## src/rtl/pwr_pkg.sv

```systemverilog
package pwr_pkg;
  typedef enum logic [1:0] {ST_ON, ST_DOZE, ST_STBY, ST_SUSP} pstate_e;

  localparam int A_STATE = 0;
  localparam int A_CLR   = 1;
  localparam int A_TO    = 2;   // 2..6: doze, stby, susp, hk, per
  localparam int A_PRE   = 7;
  localparam int A_PWM   = 8;   // 8..11
  localparam int A_PLANE = 12;  // 12..15

  localparam int NCAUSE  = 5;
  localparam int C_WAKE  = 3;
  localparam int C_PER   = 4;
  localparam int NTO     = 5;
  localparam int TO_HK   = 3;
  localparam int TO_PER  = 4;
endpackage

```

## src/rtl/pm_down_timer.sv

```systemverilog
module pm_down_timer #(
  parameter int W = 16
) (
  input  logic         clk_i,
  input  logic         rst_ni,
  input  logic         load_i,
  input  logic [W-1:0] load_val_i,
  input  logic         tick_i,
  output logic         exp_o,
  output logic         busy_o
);
  logic [W-1:0] cnt_q;

  always_ff @(posedge clk_i or negedge rst_ni) begin
    if (!rst_ni)                      cnt_q <= '0;
    else if (load_i)                  cnt_q <= load_val_i;
    else if (tick_i && cnt_q != '0)   cnt_q <= cnt_q - 1'b1;
  end

  assign exp_o  = tick_i && !load_i && (cnt_q == W'(1));
  assign busy_o = (cnt_q != '0);


  cnt_stop_chk: assert property (@(posedge clk_i) disable iff (!rst_ni)
    !load_i && !busy_o |=> !busy_o);

  exp_once_chk: assert property (@(posedge clk_i) disable iff (!rst_ni)
    exp_o |=> !busy_o && !exp_o);
endmodule

```

## src/rtl/pm_pwm.sv

```systemverilog
module pm_pwm #(
  parameter int W = 8
) (
  input  logic         clk_i,
  input  logic         rst_ni,
  input  logic         restart_i,
  input  logic [W-1:0] on_i,
  input  logic [W-1:0] per_i,
  output logic         pwm_o
);
  logic [W-1:0] cnt_q;
  logic         wrap;

  assign wrap = ({1'b0, cnt_q} + 1'b1) >= {1'b0, per_i};

  always_ff @(posedge clk_i or negedge rst_ni) begin
    if (!rst_ni)                cnt_q <= '0;
    else if (restart_i || wrap) cnt_q <= '0;
    else                        cnt_q <= cnt_q + 1'b1;
  end

  assign pwm_o = (per_i == '0) || (cnt_q < on_i);


  pwm_range_chk: assert property (@(posedge clk_i) disable iff (!rst_ni)
    !restart_i && $stable(per_i) && (cnt_q < per_i) |=> cnt_q < per_i);

  pwm_restart_chk: assert property (@(posedge clk_i) disable iff (!rst_ni)
    restart_i |=> cnt_q == '0);
endmodule

```

## src/rtl/pwr_state_ctrl.sv

```systemverilog
module pwr_state_ctrl
  import pwr_pkg::*;
#(
  parameter int TW     = 16,
  parameter int PW     = 8,
  parameter int PRE_W  = 8,
  parameter int NPLANE = 4,
  parameter int AW     = 4,
  parameter int DW     = 16
) (
  input  logic              clk_i,
  input  logic              rst_ni,
  input  logic              sys_act_i,
  input  logic              hk_act_i,
  input  logic              per_act_i,
  input  logic              cfg_we_i,
  input  logic [AW-1:0]     cfg_addr_i,
  input  logic [DW-1:0]     cfg_wdata_i,
  input  logic              smi_ack_i,
  output logic [1:0]        state_o,
  output logic              smi_o,
  output logic [NCAUSE-1:0] cause_o,
  output logic              per_idle_o,
  output logic              susp_mod_o,
  output logic [NPLANE-1:0] plane_en_o
);
  localparam int NST = 4;

  pstate_e           state_q;
  logic [TW-1:0]     to_q    [NTO];
  logic [PRE_W-1:0]  pre_q, pre_cnt_q;
  logic [2*PW-1:0]   pwm_q   [NST];
  logic [NPLANE-1:0] plane_q [NST];
  logic [NCAUSE-1:0] cause_q, cause_set, cause_clr;
  logic              smi_q, per_idle_q;

  logic st_we, clr_we, pre_we, tick, in_hk, real_act, wake;
  logic [NTO-1:0] to_we;
  logic [NST-1:0] pwm_we, plane_we;

  // Write decode
  assign st_we  = cfg_we_i && cfg_addr_i == AW'(A_STATE);
  assign clr_we = cfg_we_i && cfg_addr_i == AW'(A_CLR);
  assign pre_we = cfg_we_i && cfg_addr_i == AW'(A_PRE);
  always_comb begin
    for (int k = 0; k < NTO; k++) to_we[k] = cfg_we_i && cfg_addr_i == AW'(A_TO + k);
    for (int s = 0; s < NST; s++) begin
      pwm_we[s]   = cfg_we_i && cfg_addr_i == AW'(A_PWM + s);
      plane_we[s] = cfg_we_i && cfg_addr_i == AW'(A_PLANE + s);
    end
  end

  always_ff @(posedge clk_i or negedge rst_ni) begin
    if (!rst_ni) begin
      state_q <= ST_ON;
      pre_q   <= '0;
      for (int k = 0; k < NTO; k++) to_q[k] <= '0;
      for (int s = 0; s < NST; s++) begin
        pwm_q[s]   <= {PW'(1), PW'(1)};
        plane_q[s] <= '1;
      end
    end else begin
      if (st_we)  state_q <= pstate_e'(cfg_wdata_i[1:0]);
      if (pre_we) pre_q   <= cfg_wdata_i[PRE_W-1:0];
      for (int k = 0; k < NTO; k++) if (to_we[k]) to_q[k] <= cfg_wdata_i[TW-1:0];
      for (int s = 0; s < NST; s++) begin
        if (pwm_we[s])   pwm_q[s]   <= cfg_wdata_i[2*PW-1:0];
        if (plane_we[s]) plane_q[s] <= cfg_wdata_i[NPLANE-1:0];
      end
    end
  end

  // Prescaler: restarts on state or prescale writes
  assign tick = (pre_cnt_q == pre_q);
  always_ff @(posedge clk_i or negedge rst_ni) begin
    if (!rst_ni)                        pre_cnt_q <= '0;
    else if (st_we || pre_we || tick)   pre_cnt_q <= '0;
    else                                pre_cnt_q <= pre_cnt_q + 1'b1;
  end

  // House-keeping filter
  logic hk_load, hk_exp, hk_busy, hk_start;
  logic [TW-1:0] hk_val;
  assign in_hk    = (state_q == ST_DOZE) || (state_q == ST_STBY);
  assign hk_start = hk_act_i && in_hk && !hk_busy;
  assign hk_load  = st_we || hk_start || to_we[TO_HK];
  assign hk_val   = st_we ? '0 : (to_we[TO_HK] ? cfg_wdata_i[TW-1:0] : to_q[TO_HK]);

  pm_down_timer #(.W(TW)) i_hk_tmr (
    .clk_i, .rst_ni, .load_i(hk_load), .load_val_i(hk_val),
    .tick_i(tick && in_hk), .exp_o(hk_exp), .busy_o(hk_busy)
  );

  assign real_act = sys_act_i || (hk_act_i && !in_hk) || (hk_exp && hk_act_i);
  assign wake     = real_act && (state_q != ST_ON);

  // Inactivity timers, one per state above suspend
  logic [2:0] inact_exp;
  for (genvar g = 0; g < 3; g++) begin : g_inact
    logic          ld, unused_busy;
    logic [TW-1:0] val;
    assign ld  = st_we || real_act || to_we[g];
    assign val = to_we[g] ? cfg_wdata_i[TW-1:0] : to_q[g];
    pm_down_timer #(.W(TW)) i_tmr (
      .clk_i, .rst_ni, .load_i(ld), .load_val_i(val),
      .tick_i(tick && state_q == pstate_e'(g)), .exp_o(inact_exp[g]), .busy_o(unused_busy)
    );
  end

  // Peripheral idleness
  logic per_exp, per_busy_unused;
  logic [TW-1:0] per_val;
  assign per_val = to_we[TO_PER] ? cfg_wdata_i[TW-1:0] : to_q[TO_PER];
  pm_down_timer #(.W(TW)) i_per_tmr (
    .clk_i, .rst_ni, .load_i(per_act_i || to_we[TO_PER]), .load_val_i(per_val),
    .tick_i(tick), .exp_o(per_exp), .busy_o(per_busy_unused)
  );

  // Cause bits and request
  assign cause_set = {per_exp, wake, inact_exp};
  assign cause_clr = clr_we ? cfg_wdata_i[NCAUSE-1:0] : '0;
  always_ff @(posedge clk_i or negedge rst_ni) begin
    if (!rst_ni) begin
      cause_q    <= '0;
      smi_q      <= 1'b0;
      per_idle_q <= 1'b0;
    end else begin
      cause_q <= (cause_q & ~cause_clr) | cause_set;
      if (|cause_set)     smi_q <= 1'b1;
      else if (smi_ack_i) smi_q <= 1'b0;
      if (per_exp)        per_idle_q <= 1'b1;
      else if (per_act_i) per_idle_q <= 1'b0;
    end
  end

  pm_pwm #(.W(PW)) i_pwm (
    .clk_i, .rst_ni, .restart_i(st_we),
    .on_i(pwm_q[state_q][PW-1:0]), .per_i(pwm_q[state_q][2*PW-1:PW]),
    .pwm_o(susp_mod_o)
  );

  assign state_o    = state_q;
  assign smi_o      = smi_q;
  assign cause_o    = cause_q;
  assign per_idle_o = per_idle_q;
  assign plane_en_o = plane_q[state_q];


  state_wr_chk: assert property (@(posedge clk_i) disable iff (!rst_ni)
    st_we |=> state_o == $past(cfg_wdata_i[1:0]));

  no_wake_on_chk: assert property (@(posedge clk_i) disable iff (!rst_ni)
    $rose(cause_o[C_WAKE]) |-> $past(state_q) != ST_ON);

  smi_hold_chk: assert property (@(posedge clk_i) disable iff (!rst_ni)
    smi_o && !smi_ack_i |=> smi_o);

  cause_clr_chk: assert property (@(posedge clk_i) disable iff (!rst_ni)
    clr_we && cause_set == '0 |=> (cause_o & $past(cfg_wdata_i[NCAUSE-1:0])) == '0);

  per_idle_drop_chk: assert property (@(posedge clk_i) disable iff (!rst_ni)
    per_act_i |=> !per_idle_o);
endmodule

```

## config.mk

```make
export PLATFORM = sky130hd
export DESIGN_NAME = pwr_state_ctrl
export DESIGN_NICKNAME = d
export VERILOG_FILES = /design/src/rtl/pwr_pkg.sv /design/src/rtl/pm_down_timer.sv /design/src/rtl/pm_pwm.sv /design/src/rtl/pwr_state_ctrl.sv
export SDC_FILE = /design/constraint.sdc
export NUM_CORES = 1
export LEC_CHECK = 0
export BUFFER_PORTS_ARGS = -buffer_cell sky130_fd_sc_hd__buf_2
export CAP_MARGIN = 20
export CORE_MARGIN = 2
export CORE_UTILIZATION = 56
export DETAILED_ROUTE_END_ITERATION = 10
export GPL_TIMING_DRIVEN = 0
export PLACE_DENSITY = 0.8
export SYNTH_ARGS = -nofsm -noshare
export SYNTH_HDL_FRONTEND = slang
export SYNTH_HIERARCHICAL = 1
export SYNTH_SLANG_ARGS = --single-unit
export TNS_END_PERCENT = 20
```

## constraint.sdc

```tcl
create_clock -name clk_i -period 5 [get_ports clk_i]
set_clock_uncertainty 0.1 [all_clocks]
set_input_delay 1 -clock clk_i [delete_from_list [all_inputs] [get_ports clk_i]]
set_output_delay 1 -clock clk_i [all_outputs]
set_load 0.02 [all_outputs]
```

== After elaboration in Yosys (flattened, before gate mapping) ==
Index checks and enable logic that the tools add are counted.

* Equal/unequal tests: 23
* Reduce and logical (&&, ||, !) cells: 78
* Add/sub/neg operators: 8
* Multiplexer cells: 29
* Order comparisons: 3
* Bitwise operators: 4

{| class="wikitable"
|+ Operators with widths
! cell !! count
|-
| 16-bit 2-to-1 mux || 18
|-
| 16-bit by 1-bit == test with 1-bit output, second input constant || 5
|-
| 16-bit nonzero test || 5
|-
| 16-bit by 1-bit subtractor with 16-bit output, second input constant || 5
|-
| 1-bit logical AND || 40
|-
| 16-bit binary-select mux with 2-bit select || 1
|-
| 4-bit == test, second input constant || 8
|-
| 8-bit by 1-bit adder with 8-bit output, second input constant || 2
|-
| 4-bit by 3-bit == test with 1-bit output, second input constant || 4
|-
| 8-bit 2-to-1 mux || 2
|-
| 2-bit nonzero test || 8
|-
| 1-bit logical OR || 14
|-
| 8-bit by 1-bit adder with 9-bit output, second input constant || 1
|-
| 9-bit by 8-bit greater-or-equal comparator with 1-bit output || 1
|-
| 4-bit binary-select mux with 2-bit select || 1
|-
| 4-bit by 2-bit == test with 1-bit output, second input constant || 2
|-
| 8-bit == test || 1
|-
| 8-bit logical NOT || 1
|-
| 8-bit < comparator || 1
|-
| 4-bit 2-to-1 mux || 2
|-
| 1-bit logical NOT || 7
|-
| 5-bit AND || 1
|-
| 5-bit 2-to-1 mux || 1
|-
| 5-bit NOT || 1
|-
| 10 further kinds || 13
|}

* Input bits: 27
* Output and inout port bits: 14
* Flip-flop bits (word level): 273
* Logic and storage cells: 170

== Depth between registers and ports, before layout ==
Gate-level depths: netlist of the first run.

* Depth after elaboration: 18
* Gate-level depth with buffers: 21
* Mapped depth without buffers: 18

== By module ==
The synthesis of the first run kept the hierarchy.

{| class="wikitable"
|+ By module, submodules not included
! module !! sequential area each (um2) !! area each (um2) !! times used !! cells an instance
|-
| pwr_state_ctrl || 4659.5 || 8007.7 || 1 || 557
|-
| pm_down_timer || 400.4 || 1143.6 || 5 || 134
|-
| pm_pwm || 200.2 || 810.8 || 1 || 87
|}

== Worst setup path after synthesis of the first run ==
OpenSTA, ideal clock, no wires.

* Path kind: input -> register
* Start: in cfg_addr_i[1]
* End: reg g_inact[1].i_tmr.cnt_q[14]
* Buffers on the path: 4
* Stages: 17
* Path slack: 1.054 ns
* Required time: 4.817 ns
* Data arrival time: 3.763 ns
* Cell sequence: buf_2 -> nor2_1 -> and2_1 -> buf_2 -> a211o_1 -> clkbuf_2 -> nand2b_1 -> nor2_1 -> and4_1 -> nand2b_1 -> a221oi_1 -> nand2b_1 -> clkbuf_2 -> nand2b_1 -> nor4_1 -> a32oi_1 -> o21ai_0

* Cells in the longest elaborated chain, start to end: 12
* Elaborated cells on any way between the ends: 18
* Classes of those cells: 2 x eq/ne; 2 x mux; 14 x reduce/logical

{| class="wikitable"
|+ Ends and longest elaborated chain
! element !! RTL line !! text
|-
| from (decl) || pwr_state_ctrl.sv:17 || <nowiki>input logic [AW-1:0] cfg_addr_i,</nowiki>
|-
| 4-bit logical NOT || pwr_state_ctrl.sv:42 || <nowiki>assign st_we = cfg_we_i && cfg_addr_i == AW'(A_STATE);</nowiki>
|-
| 1-bit logical AND || pwr_state_ctrl.sv:42 ||
|-
| 1-bit logical OR || pwr_state_ctrl.sv:86 || <nowiki>assign hk_load = st_we || hk_start || to_we[TO_HK];</nowiki>
|-
| 1-bit logical OR (*) || pwr_state_ctrl.sv:86 ||
|-
| named net hk_load || pwr_state_ctrl.sv:82 || <nowiki>logic hk_load, hk_exp, hk_busy, hk_start;</nowiki>
|-
| 1-bit logical NOT (*) || pm_down_timer.sv:20 || <nowiki>assign exp_o = tick_i && !load_i && (cnt_q == W'(1));</nowiki>
|-
| 1-bit logical AND (*) (2 in series) || pm_down_timer.sv:20 ||
|-
| named net hk_exp || pwr_state_ctrl.sv:82 ||
|-
| 1-bit logical AND (*) || pwr_state_ctrl.sv:94 || <nowiki>assign real_act = sys_act_i || (hk_act_i && !in_hk) || (hk_exp && hk_act_i);</nowiki>
|-
| 1-bit logical OR (*) || pwr_state_ctrl.sv:94 ||
|-
| 1-bit logical OR (*) (2 in series) || pwr_state_ctrl.sv:102 || <nowiki>assign ld = st_we || real_act || to_we[g];</nowiki>
|-
| named net g_inact[1].ld || pwr_state_ctrl.sv:100 || <nowiki>logic ld, unused_busy;</nowiki>
|-
| 16-bit 2-to-1 mux or 2-bit nonzero test (tied branches) || -- ||
|-
| to (signal assigned) || pm_down_timer.sv:16 || <nowiki>else if (load_i) cnt_q <= load_val_i;</nowiki>
|-
| to (signal assigned) || pm_down_timer.sv:17 || <nowiki>else if (tick_i && cnt_q != '0) cnt_q <= cnt_q - 1'b1;</nowiki>
|-
| to (decl) || pm_down_timer.sv:12 || <nowiki>logic [W-1:0] cnt_q;</nowiki>
|}

The timed path passes the listed nets; every way through them passes the cells marked *.
A chain may end at the register's enable or synchronous reset.

== Final worst setup path of the first run ==
* Start: reg state_q[1] (netlist: state_o[1])
* End: reg smi_q (netlist: smi_o)

* Cells in the longest elaborated chain, start to end: 18
* Elaborated cells on any way between the ends: 38
* Classes of those cells: 2 x eq/ne; 1 x mux; 35 x reduce/logical

{| class="wikitable"
|+ Ends and longest elaborated chain
! element !! RTL line !! text
|-
| from (decl) || pwr_state_ctrl.sv:29 || <nowiki>pstate_e state_q;</nowiki>
|-
| from (signal assigned) || pwr_state_ctrl.sv:63 || <nowiki>if (st_we) state_q <= pstate_e'(cfg_wdata_i[1:0]);</nowiki>
|-
| 2-bit by 1-bit == test with 1-bit output or 2-bit == test (tied branches) || pwr_state_ctrl.sv:84 || <nowiki>assign in_hk = (state_q == ST_DOZE) || (state_q == ST_STBY);</nowiki>
|-
| 1-bit logical OR (*) || pwr_state_ctrl.sv:84 ||
|-
| 1-bit logical AND (*) (2 in series) || pwr_state_ctrl.sv:85 || <nowiki>assign hk_start = hk_act_i && in_hk && !hk_busy;</nowiki>
|-
| 1-bit logical OR (*) (2 in series) || pwr_state_ctrl.sv:86 ||
|-
| named net hk_load || pwr_state_ctrl.sv:82 ||
|-
| 1-bit logical NOT (*) || pm_down_timer.sv:20 ||
|-
| 1-bit logical AND (*) (2 in series) || pm_down_timer.sv:20 ||
|-
| named net hk_exp || pwr_state_ctrl.sv:82 ||
|-
| 1-bit logical AND (*) || pwr_state_ctrl.sv:94 ||
|-
| 1-bit logical OR (*) || pwr_state_ctrl.sv:94 ||
|-
| 1-bit logical OR (*) (2 in series) || pwr_state_ctrl.sv:102 ||
|-
| named net g_inact[2].ld || pwr_state_ctrl.sv:100 ||
|-
| 1-bit logical NOT (*) || pm_down_timer.sv:20 ||
|-
| 1-bit logical AND (*) (2 in series) || pm_down_timer.sv:20 ||
|-
| named net cause_set[2] || pwr_state_ctrl.sv:34 || <nowiki>logic [NCAUSE-1:0] cause_q, cause_set, cause_clr;</nowiki>
|-
| 5-bit OR reduction (*) || pwr_state_ctrl.sv:129 || <nowiki>if (|cause_set) smi_q <= 1'b1;</nowiki>
|-
| 1-bit 2-to-1 mux or 2-bit nonzero test (tied branches) || -- ||
|-
| to (signal assigned) || pwr_state_ctrl.sv:125 || <nowiki>smi_q <= 1'b0;</nowiki>
|-
| to (signal assigned) || pwr_state_ctrl.sv:129 ||
|-
| to (signal assigned) || pwr_state_ctrl.sv:130 || <nowiki>else if (smi_ack_i) smi_q <= 1'b0;</nowiki>
|-
| to (decl) || pwr_state_ctrl.sv:35 || <nowiki>logic smi_q, per_idle_q;</nowiki>
|}

Marks and branches as above.

==> results.py, run 1 <==
metrics = {
    "layout": {
        "final_core_util_pct": 64.1,
        "fin_nets": 1439,
        "area_growth_pct": 11.8,
        "drive_gt1_share_pct": 26.9,
        "final_area_mm2": 0.0162,
    },
    "drt": {
        "drtIter0Drc": 1396,
        "routed_wl_um": 37100,
        "vias": 11200,
        "wl_per_cell_um": 21.4,
        "viasPerCell": 6.47,
        "drtAntennaViolNets": 0,
        "drcViolationCount": 0,
        "drtPass1Iterations": 6,
    },
    "global_route": {
        "grt_max_degree": 125,
        "antenna_found_initial": 0,
        "grt_usage_pct": 27.6,
        "grt_pass1_vias": 10900,
        "grt_busiest_layer": "met2",
        "grt_pass1_wl_um": 58900,
        "grtUsageMet1_pct": 37.6,
        "met2_usage_pct": 43.8,
        "grt-ovfl-total": 0,
        "met3_usage_pct": 4.75,
    },
    "worst_hold_path": {
        "hold_path.class": "primary input to async pin",
    },
    "clock_network": {
        "clkTransAtPathRegs_ns": 0.06,
        "htree_num_levels": 1,
        "clkSinkCount": 273,
        "tritoncts": "built",
        "cts_made_buffers": 28,
        "cts_root_buffer": "clkbuf_16",
        "ctsHoldBuffers": 0,
        "clk-insertion-delay-late_ns": 0.54,
        "clockBufferDepth": 3,
        "post_cts_resized": 1,
        "post_cts_buffers": 0,
    },
    "yosys": {
        "synth_cell_types": 73,
        "yosys_warnings": 6,
        "synth-seq-area-share_pct": 47.2,
        "synth-async-reset-ratio_pct": 100,
        "synthTopCellsByCount": "dfrtp_1, mux2_2, nand2_1",
        "synth_nets": 1371,
        "syn_area_per_cell_um2": 11.1,
        "yosysMostFrequentCell": "dfrtp_1",
        "synthCells": 1314,
        "synth_top_area_share_pct": 42.9,
        "yosys_most_used_dff": "dfrtp_1",
        "synth_edf_count": 0,
        "syn_area_mm2": 0.0145,
        "synth-seq-cells": 273,
        "yosys-top-cells-area": "dfrtp_1, mux2_2, dfstp_2",
        "synth_top_area_cell": "dfrtp_1",
    },
    "floorplan": {
        "start_util_pct": 57.4,
        "rows": 58,
        "ios": 41,
        "core_mm2": 0.0253,
        "die-area_mm2": 0.0273,
        "fp.dieW_um": 165,
        "die_y_um": 165,
    },
    "critical_path": {
        "critPathKind": "flop to flop",
        "cp-end-kind": "flop",
        "required_ns": 5.30,
        "arrival_ns": 5.00,
        "start_kind": "flop",
        "critPathMaxFanout": 10,
    },
    "placed_design": {
        "portBuffers": 36,
        "place_area_mm2": 0.0152,
        "post-place-ws_ns": -0.481,
        "dp_hpwl_um": 25300,
        "gp_congestion": 0.912,
    },
    "sta": {
        "layout_setup_ws_ns": 0.295,
        "drv_slew": 0,
        "fmax_mhz": 213,
        "relSlewSlack_pct": 41.3,
        "fin_hold_ws_ns": 0.251,
        "setup_viol": 0,
        "fin_crit_ns": 4.71,
        "tightest_slew_ns": 0.880,
        "rsz0062_at_grt": "false",
        "hold_viol_final": 0,
        "finalCritPeriodShare_pct": 94.1,
    },
    "flow_run": {
        "maxCapViolCount": 0,
    },
    "power_and_ir_drop": {
        "p_total_mw": 7.74,
        "power_density_mw_per_mm2": 476,
        "leakage_nw": 6.90,
        "ir_drop_mv": 0.320,
    },
    "status": {
        "outcome": "completed",
    },
}
## per-stage QoR
stage	cells	TNS, ns
after global placement	1680	-517.70
after floorplan	1314	0
after detailed placement	1682	-14.50
after global routing	1734	0
final	1736	0
after CTS	1734	0
## worst max-delay path, stage by stage (launching register included)
cell	delay, ns
dfrtp_1	0.45
clkbuf_1	0.51
inv_1	0.18
ha_1	0.36
nand2_1	0.10
nor2_1	0.04
a211o_1	0.21
clkbuf_2	0.15
nand2b_1	0.18
nor2_1	0.21
and4_1	0.25
nand2b_1	0.23
a221oi_4	0.16
nand2_1	0.12
clkbuf_2	0.17
nand2b_1	0.14
nor2_1	0.07
and4_1	0.31
nor4_1	0.44
o221ai_1	0.18
## cell families after synthesis
family	after synthesis	synth area share (%)
AO/OA/AOI/OAI	252	11.7
XOR/XNOR	17	1.02
adder cells (fa/ha/maj)	30	2.58
buffers and inverters	125	3.86
flip-flops	273	47.2
multiplexers	177	15.5
AND/OR/NAND/NOR	440	18.1
## final cells by class
class                           instances  area, um2
Multi-Input combinational cell        916       7140
Timing Repair Buffer                   38        245
Buffer                                 72        360
Inverter                               53        200
Clock inverter                         14        198
Tap cell                              330        413
Fill cell                            1852       9080
Clock buffer                           38        820
Antenna cell                            2       5.00
Sequential cell                       273       6860
## worst paths after layout
kind | from | end | slack (ns) | cells past startpoint
max | state_o[1] | smi_o | 0.29 | 19
min | rst_ni | g_inact[2].i_tmr/cnt_q[4] | 0.25 | 1
max reg2reg | state_o[1] | smi_o | 0.29 | 19
min reg2reg | per_idle_o | per_idle_o | 0.38 | 1
max in group asynchronous | rst_ni | to_q[15] | 3.16 | 3
min in group clk_i | per_idle_o | per_idle_o | 0.38 | 1
## per-layer routing
layer | share of wire, % | routed length (um)
met1 | 43 | 16000
met2 | 46 | 17200
met3 | 6.4 | 2370
met4 | 4.0 | 1470
met5 | 0 | 0
## sequential cells by signal, summed over array words and instances (netlist names), 5 cells and up
name and cells:
i_pwm/cnt_q 8, cause_o 5, plane_q 16, i_hk_tmr/cnt_q 16, pre_q 8, to_q 80, i_per_tmr/cnt_q 16, pre_cnt_q 8
g_inact.i_tmr/cnt_q 48, pwm_q 64
## cells in the final DEF (no fill, tap or decap), types with 13 or more instances in the layout
| master | count |
|---|---|
| mux2_2 | 142 |
| or3_1 | 20 |
| nor3_1 | 20 |
| nor4_1 | 24 |
| and3_1 | 20 |
| dfrtp_1 | 249 |
| o21ai_0 | 58 |
| clkbuf_16 | 29 |
| o31ai_1 | 15 |
| nand2_1 | 94 |
| ha_1 | 30 |
| inv_1 | 47 |
| nand2b_1 | 16 |
| a31oi_1 | 21 |
| mux4_2 | 20 |
| or4_1 | 15 |
| dfstp_2 | 24 |
| nand3_1 | 55 |
| nor2_1 | 69 |
| clkbuf_1 | 35 |
| a21oi_1 | 48 |
| xor2_1 | 13 |
| buf_2 | 58 |
## power by group
| part | internal [mW] | total (mW) | switching, mW | leakage, nW |
|---|---|---|---|---|
| combinational | 0.986 | 2.17 | 1.18 | 3.06 |
| sequential | 2.79 | 3.29 | 0.508 | 3.33 |
| clock | 1.40 | 2.28 | 0.875 | 0.506 |
| total | 5.17 | 7.74 | 2.57 | 6.90 |
No activity file was read; power rests on OpenSTA's default activity.
==> inputs of run 2 (changes only) <==
- RECOVER_POWER: unset -> 100
==> run 2 against run 1 <==
Effect of this change:
- largest cell class unchanged
- register-to-register slack lost 0.04 ns
- via count is 0.59% lower
- clock power about the same
- fmax down 0.74%
- power is 0.92% lower
- design area fell by 1.1%
- highest routed layer unchanged
- sequential power hardly changed
- cell count hardly changed
- the flow now finishes with violations (max-capacitance violations, max-slew violations)
- core utilization is 0.71 points lower
- critical path type unchanged
- setup slack got worse by 0.035 ns
==> results.py, run 2 (synthesis gave the netlist of run 1 again) <==
metrics = {
    "status": {
        "outcome": "finished with violations",
        "violations": "max-capacitance violations, max-slew violations",
    },
    "clock_network": {
        "cts_made_buffers": 28,
        "clkSinkCount": 273,
        "clockBufferDepth": 3,
        "ctsHoldBuffers": 0,
        "cts_root_buffer": "clkbuf_16",
        "clkTransAtPathRegs_ns": 0.06,
        "htree_num_levels": 1,
        "tritoncts": "built",
        "clk-insertion-delay-late_ns": 0.54,
    },
    "layout": {
        "fillers": 1912,
        "top_register": "to_q",
        "final_area_mm2": 0.0161,
        "final_core_util_pct": 63.4,
        "largest_reg_flops": 80,
        "final_common_cell": "dfrtp_1",
        "reg.largest.list": "to_q: 80 flops, pwm_q: 64 flops, g_inact.i_tmr/cnt_q: 48 flops",
        "fin_nets": 1439,
        "area_growth_pct": 10.5,
        "layout_common_cells": "dfrtp_1, nand2_1, mux2_2",
        "drive_gt1_share_pct": 19.4,
        "finalNonFillerCells": 1735,
    },
    "sta": {
        "fmax_mhz": 211,
        "layout_setup_ws_ns": 0.260,
        "setup_viol": 0,
        "hold_viol_final": 0,
        "fin_hold_ws_ns": 0.380,
        "relSlewSlack_pct": -77.2,
        "drv_slew": 48,
        "fin_crit_ns": 4.74,
        "rsz0062_at_grt": "false",
        "finalCritPeriodShare_pct": 94.8,
        "fin_setup_tns_ns": 0,
        "tightest_slew_ns": 2.66,
    },
    "placed_design": {
        "portBuffers": 36,
        "place_area_mm2": 0.0152,
        "dp_hpwl_um": 25300,
        "post-place-ws_ns": -0.481,
        "gp_congestion": 0.912,
        "dp_cells": 1682,
    },
    "flow_run": {
        "maxCapViolCount": 1,
    },
    "global_route": {
        "grt_max_degree": 125,
        "grt_pass1_vias": 10900,
        "grt_pass1_wl_um": 58900,
        "grt-ovfl-total": 0,
        "antenna_found_initial": 0,
        "grt_usage_pct": 27.6,
    },
    "drt": {
        "vias": 11200,
        "viasPerCell": 6.43,
        "drtPass1Iterations": 5,
        "wl_per_cell_um": 21.3,
        "drcViolationCount": 0,
        "routed_wl_um": 37000,
        "drtIter0Drc": 1454,
        "drtAntennaViolNets": 0,
    },
    "critical_path": {
        "arrival_ns": 5.04,
        "critPathKind": "flop to flop",
        "critPathMaxFanout": 10,
        "start_kind": "flop",
        "required_ns": 5.30,
        "cp-end-kind": "flop",
    },
    "power_and_ir_drop": {
        "power.internal_mw": 5.12,
        "pwr-share-comb_pct": 27.4,
        "leakage_nw": 6.73,
        "p_switching_mw": 2.55,
        "pwr-share-clk_pct": 29.7,
        "p_total_mw": 7.67,
        "power_density_mw_per_mm2": 477,
        "seqPwrFrac_pct": 43.0,
        "ir_drop_mv": 0.319,
        "p_sw_share_pct": 33.2,
    },
    "floorplan": {
        "rows": 58,
        "die_y_um": 165,
        "fp.dieW_um": 165,
        "die-area_mm2": 0.0273,
        "ios": 41,
        "start_util_pct": 57.4,
        "core_mm2": 0.0253,
    },
    "worst_hold_path": {
        "hold_path.class": "flop to flop",
    },
}
[run 2: changes by cell type in the layout (fill, tap and decap cells not counted), moves of 9 or more]
cell      delta
mux2_1      +60
mux2_2      -51
clkbuf_1    +33
buf_2       -28
mux2_4       -9
[run 2: routing by layer]
| layer | GRT usage [%] | vias to the layer above | share of wire [%] | wire, um |
|---|---|---|---|---|
| met5 | 0 | - | 0 | 0 |
| met4 | 12.2 | 0 | 3.8 | 1410 |
| met3 | 4.75 | 91 | 7.1 | 2610 |
| met2 | 43.8 | 435 | 47 | 17200 |
| met1 | 37.6 | 5607 | 43 | 15700 |
| li1 | - | 5028 | - | - |
[run 2: area by class of cell]
class	count	area [um2]	area share (%)
multi-input combinational	916	7040	43.8
tap	330	413	2.57
timing repair buffer	38	200	1.25
antenna	1	2.50	0.0156
clock inverter	14	198	1.23
buffer	72	329	2.05
inverter	53	200	1.25
clock buffer	38	820	5.10
sequential	273	6860	42.7
[run 2: power by group through the flow]
stage | clock [mW] | combinational, mW | sequential (mW)
after floorplan | 0 | 1.62 | 3.17
after global placement | 0 | 2.04 | 3.26
after detailed placement | 0 | 2.12 | 3.30
after CTS | 2.32 | 2.15 | 3.28
after global routing | 2.41 | 2.32 | 3.36
final | 2.27 | 2.10 | 3.29
[run 2: timing repair]
action,CTS,global route
setup buffers,0,0
setup endpoints to repair,47,46
gates resized for setup,1,3
[run 2: critical path, cell delays in order, from the launching register on]
cell and delay (ns):
dfrtp_1 0.46, clkbuf_1 0.51, inv_1 0.18, ha_1 0.36, nand2_1 0.10, nor2_1 0.04
a211o_1 0.21, clkbuf_2 0.15, nand2b_1 0.18, nor2_1 0.21, and4_1 0.25, nand2b_1 0.24
a221oi_4 0.16, nand2b_1 0.12, clkbuf_1 0.25, nand2b_1 0.17, nor2_1 0.08, and4_1 0.25
nor4_1 0.39, o221ai_1 0.18
[run 2: path summary, 6_finish.rpt]
kind	startpoint	to	slack, ns	depth (start not counted)
min	to_q[61]	to_q[61]	0.38	1
min reg2reg	to_q[61]	to_q[61]	0.38	1
max in group asynchronous	rst_ni	i_per_tmr/cnt_q[5]	1.13	3
min in group asynchronous	rst_ni	g_inact[2].i_tmr/cnt_q[4]	1.19	1
max	state_o[1]	smi_o	0.26	19
max reg2reg	state_o[1]	smi_o	0.26	19
==> inputs of run 3 (changes only) <==
- SYNTH_HIERARCHICAL: 1 -> unset
==> run 3 against run 2 <==
Effect of this change:
- the run still ends with max-capacitance violations, max-slew violations left
- clock-buffer cell count grew 1
- first-iteration DRC count decreased by 61%
- critical endpoint is now susp_mod_o
- critical path depth fell by 8
- hold slack got worse by 0.0062 ns
- routed wire length is 16% lower
- area after synthesis fell by 6.7%
- combinational power fell by 9%
- sequential cell count stayed put
- die area decreased by 6.5%
- fmax rose by 1.4%
==> results.py, run 3 <==
metrics = {
    "status": {
        "outcome": "finished with violations",
        "violations": "max-capacitance violations, max-slew violations",
    },
    "global_route": {
        "grt_max_degree": 103,
        "grt-ovfl-total": 0,
        "antenna_found_initial": 2,
        "grt_usage_pct": 24.8,
        "grt_pass1_wl_um": 50700,
        "grt_pass1_vias": 9608,
    },
    "flow_run": {
        "maxCapViolCount": 3,
    },
    "sta": {
        "setup_viol": 0,
        "hold_viol_final": 0,
        "fin_setup_tns_ns": 0,
        "relSlewSlack_pct": -142,
        "fin_crit_ns": 4.68,
        "drv_slew": 101,
        "fmax_mhz": 214,
        "tightest_slew_ns": 3.63,
        "rsz0062_at_grt": "false",
        "finalCritPeriodShare_pct": 93.5,
    },
    "yosys": {
        "synthTopCellsByCount": "dfrtp_1, mux2_2, nor2_1",
        "synth-async-reset-ratio_pct": 100,
        "synth_top_area_share_pct": 45.9,
        "yosysMostFrequentCell": "dfrtp_1",
        "synthCells": 1115,
        "synth_edf_count": 0,
        "synth-seq-area-share_pct": 50.6,
        "synth_nets": 1173,
        "synth-seq-cells": 273,
        "yosys-top-cells-area": "dfrtp_1, mux2_2, dfstp_2",
        "synth_cell_types": 70,
        "syn_area_per_cell_um2": 12.2,
        "synth_top_area_cell": "dfrtp_1",
        "yosys_warnings": 0,
        "yosys_most_used_dff": "dfrtp_1",
        "syn_area_mm2": 0.0136,
    },
    "critical_path": {
        "cp_cell_sequence": "buf_2, buf_2, mux4_2, inv_1, ha_1, a21o_1, a21o_1, a21oi_1, o21ai_0, nand2_1, clkbuf_2",
        "r2r-end": "g_inact[2].i_tmr.cnt_q[6]",
        "r2r-start": "state_o[1]",
        "critPathMaxFanout": 10,
        "reg2regPathDepth": 10,
        "required_ns": 3.90,
        "cp.depth": 11,
        "cpPeakStageDelay_ns": 0.55,
        "setup.worst_path.end": "susp_mod_o",
        "cp_num_buf_inv": 4,
        "start_kind": "flop",
        "rrSetupSlack_ns": 0.39,
        "cp-end-kind": "primary output",
        "path_delay_family": "buffers and inverters",
        "arrival_ns": 3.58,
        "slowest_stage": "mux4_2",
        "worstSetupStartpoint": "state_o[0]",
        "critPathKind": "flop to primary output",
    },
    "worst_hold_path": {
        "hold_path.class": "flop to flop",
        "hp-start": "cause_o[4]",
    },
    "layout": {
        "reg.largest.list": "to_q: 80 flops, pwm_q: 64 flops, g_inact.i_tmr.cnt_q: 48 flops",
        "layout_common_cells": "dfrtp_1, mux2_2, nor2_1",
        "drive_gt1_share_pct": 23.1,
        "multi_input_area_mm2": 0.00623,
        "fillers": 1775,
        "seqCellArea_mm2": 0.00686,
        "area_growth_pct": 11.2,
        "largest_reg_flops": 80,
        "top_register": "to_q",
        "final_common_cell": "dfrtp_1",
        "fin_nets": 1240,
    },
    "clock_network": {
        "clockBufferDepth": 3,
        "clkSinkCount": 273,
        "cts_made_buffers": 28,
        "clkTransAtPathRegs_ns": 0.07,
        "cts_root_buffer": "clkbuf_16",
        "clk-insertion-delay-late_ns": 0.54,
        "tritoncts": "built",
        "htree_num_levels": 1,
    },
    "drt": {
        "vias": 9156,
        "drtIter0Drc": 572,
        "viasPerCell": 6.01,
        "wl_per_cell_um": 20.4,
        "drtPass1Iterations": 5,
        "drtAntennaViolNets": 0,
        "routed_wl_um": 31100,
        "drcViolationCount": 0,
    },
    "floorplan": {
        "rows": 56,
        "fp.dieW_um": 160,
        "die_y_um": 160,
        "die-area_mm2": 0.0255,
        "core_mm2": 0.0236,
        "start_util_pct": 57.5,
        "ios": 41,
    },
    "placed_design": {
        "dp_hpwl_um": 21300,
        "portBuffers": 35,
        "gp_congestion": 0.885,
    },
    "power_and_ir_drop": {
        "power_density_mw_per_mm2": 493,
        "leakage_nw": 6.37,
        "p_total_mw": 7.43,
        "ir_drop_mv": 0.330,
    },
}
==> run 3: cell count changes in the layout (fill, tap and decap cells not counted), sizes merged, moves of 13 or more <==
| cell | previous run | this run |
|---|---|---|
| nand2 | 95 | 42 |
| mux2 | 152 | 195 |
| xnor2 | 4 | 41 |
| o21ai | 63 | 33 |
| xor2 | 13 | 42 |
| inv | 52 | 34 |
| nand3 | 61 | 46 |
| a31oi | 21 | 7 |
| a21oi | 48 | 35 |
==> run 3: logic make-up after synthesis <==
kind of cell               after synthesis  synth area share [%]
and+or+nand+nor                        320                  13.5
DFF                                    273                  50.6
muxes                                  216                  19.8
AOI/OAI and AO/OA                      107                  4.82
buffers and inverters                   85                  3.03
xor gates and xnor gates                83                  5.36
adders and majority gates               31                  2.86
==> run 3: power by group <==
group	total [mW]	switching (mW)	internal, mW
logic	1.92	1.02	0.902
clock network	2.28	0.877	1.40
registers	3.23	0.420	2.81
==> run 3: through the flow <==
stage / setup WS, ns / hold slack, ns / utilization [%] / std cells / instance area, um2
6_report: 0.325 / 0.374 / 63.9 / 1524 / 15100
3_5_place_dp: 0.516 / 0.357 / 60.2 / 1471 / 14200
3_3_place_gp: -2.02 / 0.349 / 59.9 / 1469 / 14100
4_1_cts: 0.156 / 0.350 / 64.5 / 1523 / 15200
2_1_floorplan: 0.960 / 0.366 / - / 1115 / 13600
5_1_grt: 0.0880 / 0.401 / 63.9 / 1523 / 15100
==> run 3: worst min path at each step <==
stage,cells past startpoint,endpoint,slack (ns)
after global placement,2,cause_o[4],0.35
after floorplan,1,to_q[39],0.37
after global routing,2,cause_o[4],0.40
final,2,cause_o[4],0.37
after CTS,1,i_pwm.cnt_q[2],0.35
after detailed placement,2,cause_o[4],0.36
==> run 3: area by class of cell <==
type                            count  area share (%)
Tap cell                          319            2.65
Multi-Input combinational cell    757            41.3
Sequential cell                   273            45.5
Timing Repair Buffer               37            1.47
Inverter                           34           0.846
Clock buffer                       39            5.46
Buffer                             51            1.50
Antenna cell                        1          0.0166
Clock inverter                     13            1.30
==> run 3: routing by layer <==
| layer | wire [um] | global-route usage, % | up-vias |
|---|---|---|---|
| li1 | - | - | 4172 |
| met1 | 13700 | 33.3 | 4725 |
| met2 | 15200 | 41.9 | 200 |
| met3 | 1490 | 4.29 | 59 |
| met4 | 741 | 6.98 | 0 |
| met5 | 0 | 0 | - |
==> run 3: worst register-to-register path, delay by kind of cell, from the launching register on <==
kind	cells	cell delay [ns]
AO/OA/AOI/OAI	1	0.39
flip-flops	1	0.51
adder cells (fa/ha/maj)	1	0.49
multiplexers	1	0.36
AND/OR/NAND/NOR	2	1.10
buffers and inverters	5	1.54
==> run 3: what timing repair did <==
item                       CTS  global route
hold buffers                 0             0
setup buffers                0             0
cloned                       0             0
gates resized for setup      1             2
setup endpoints to repair    1             1
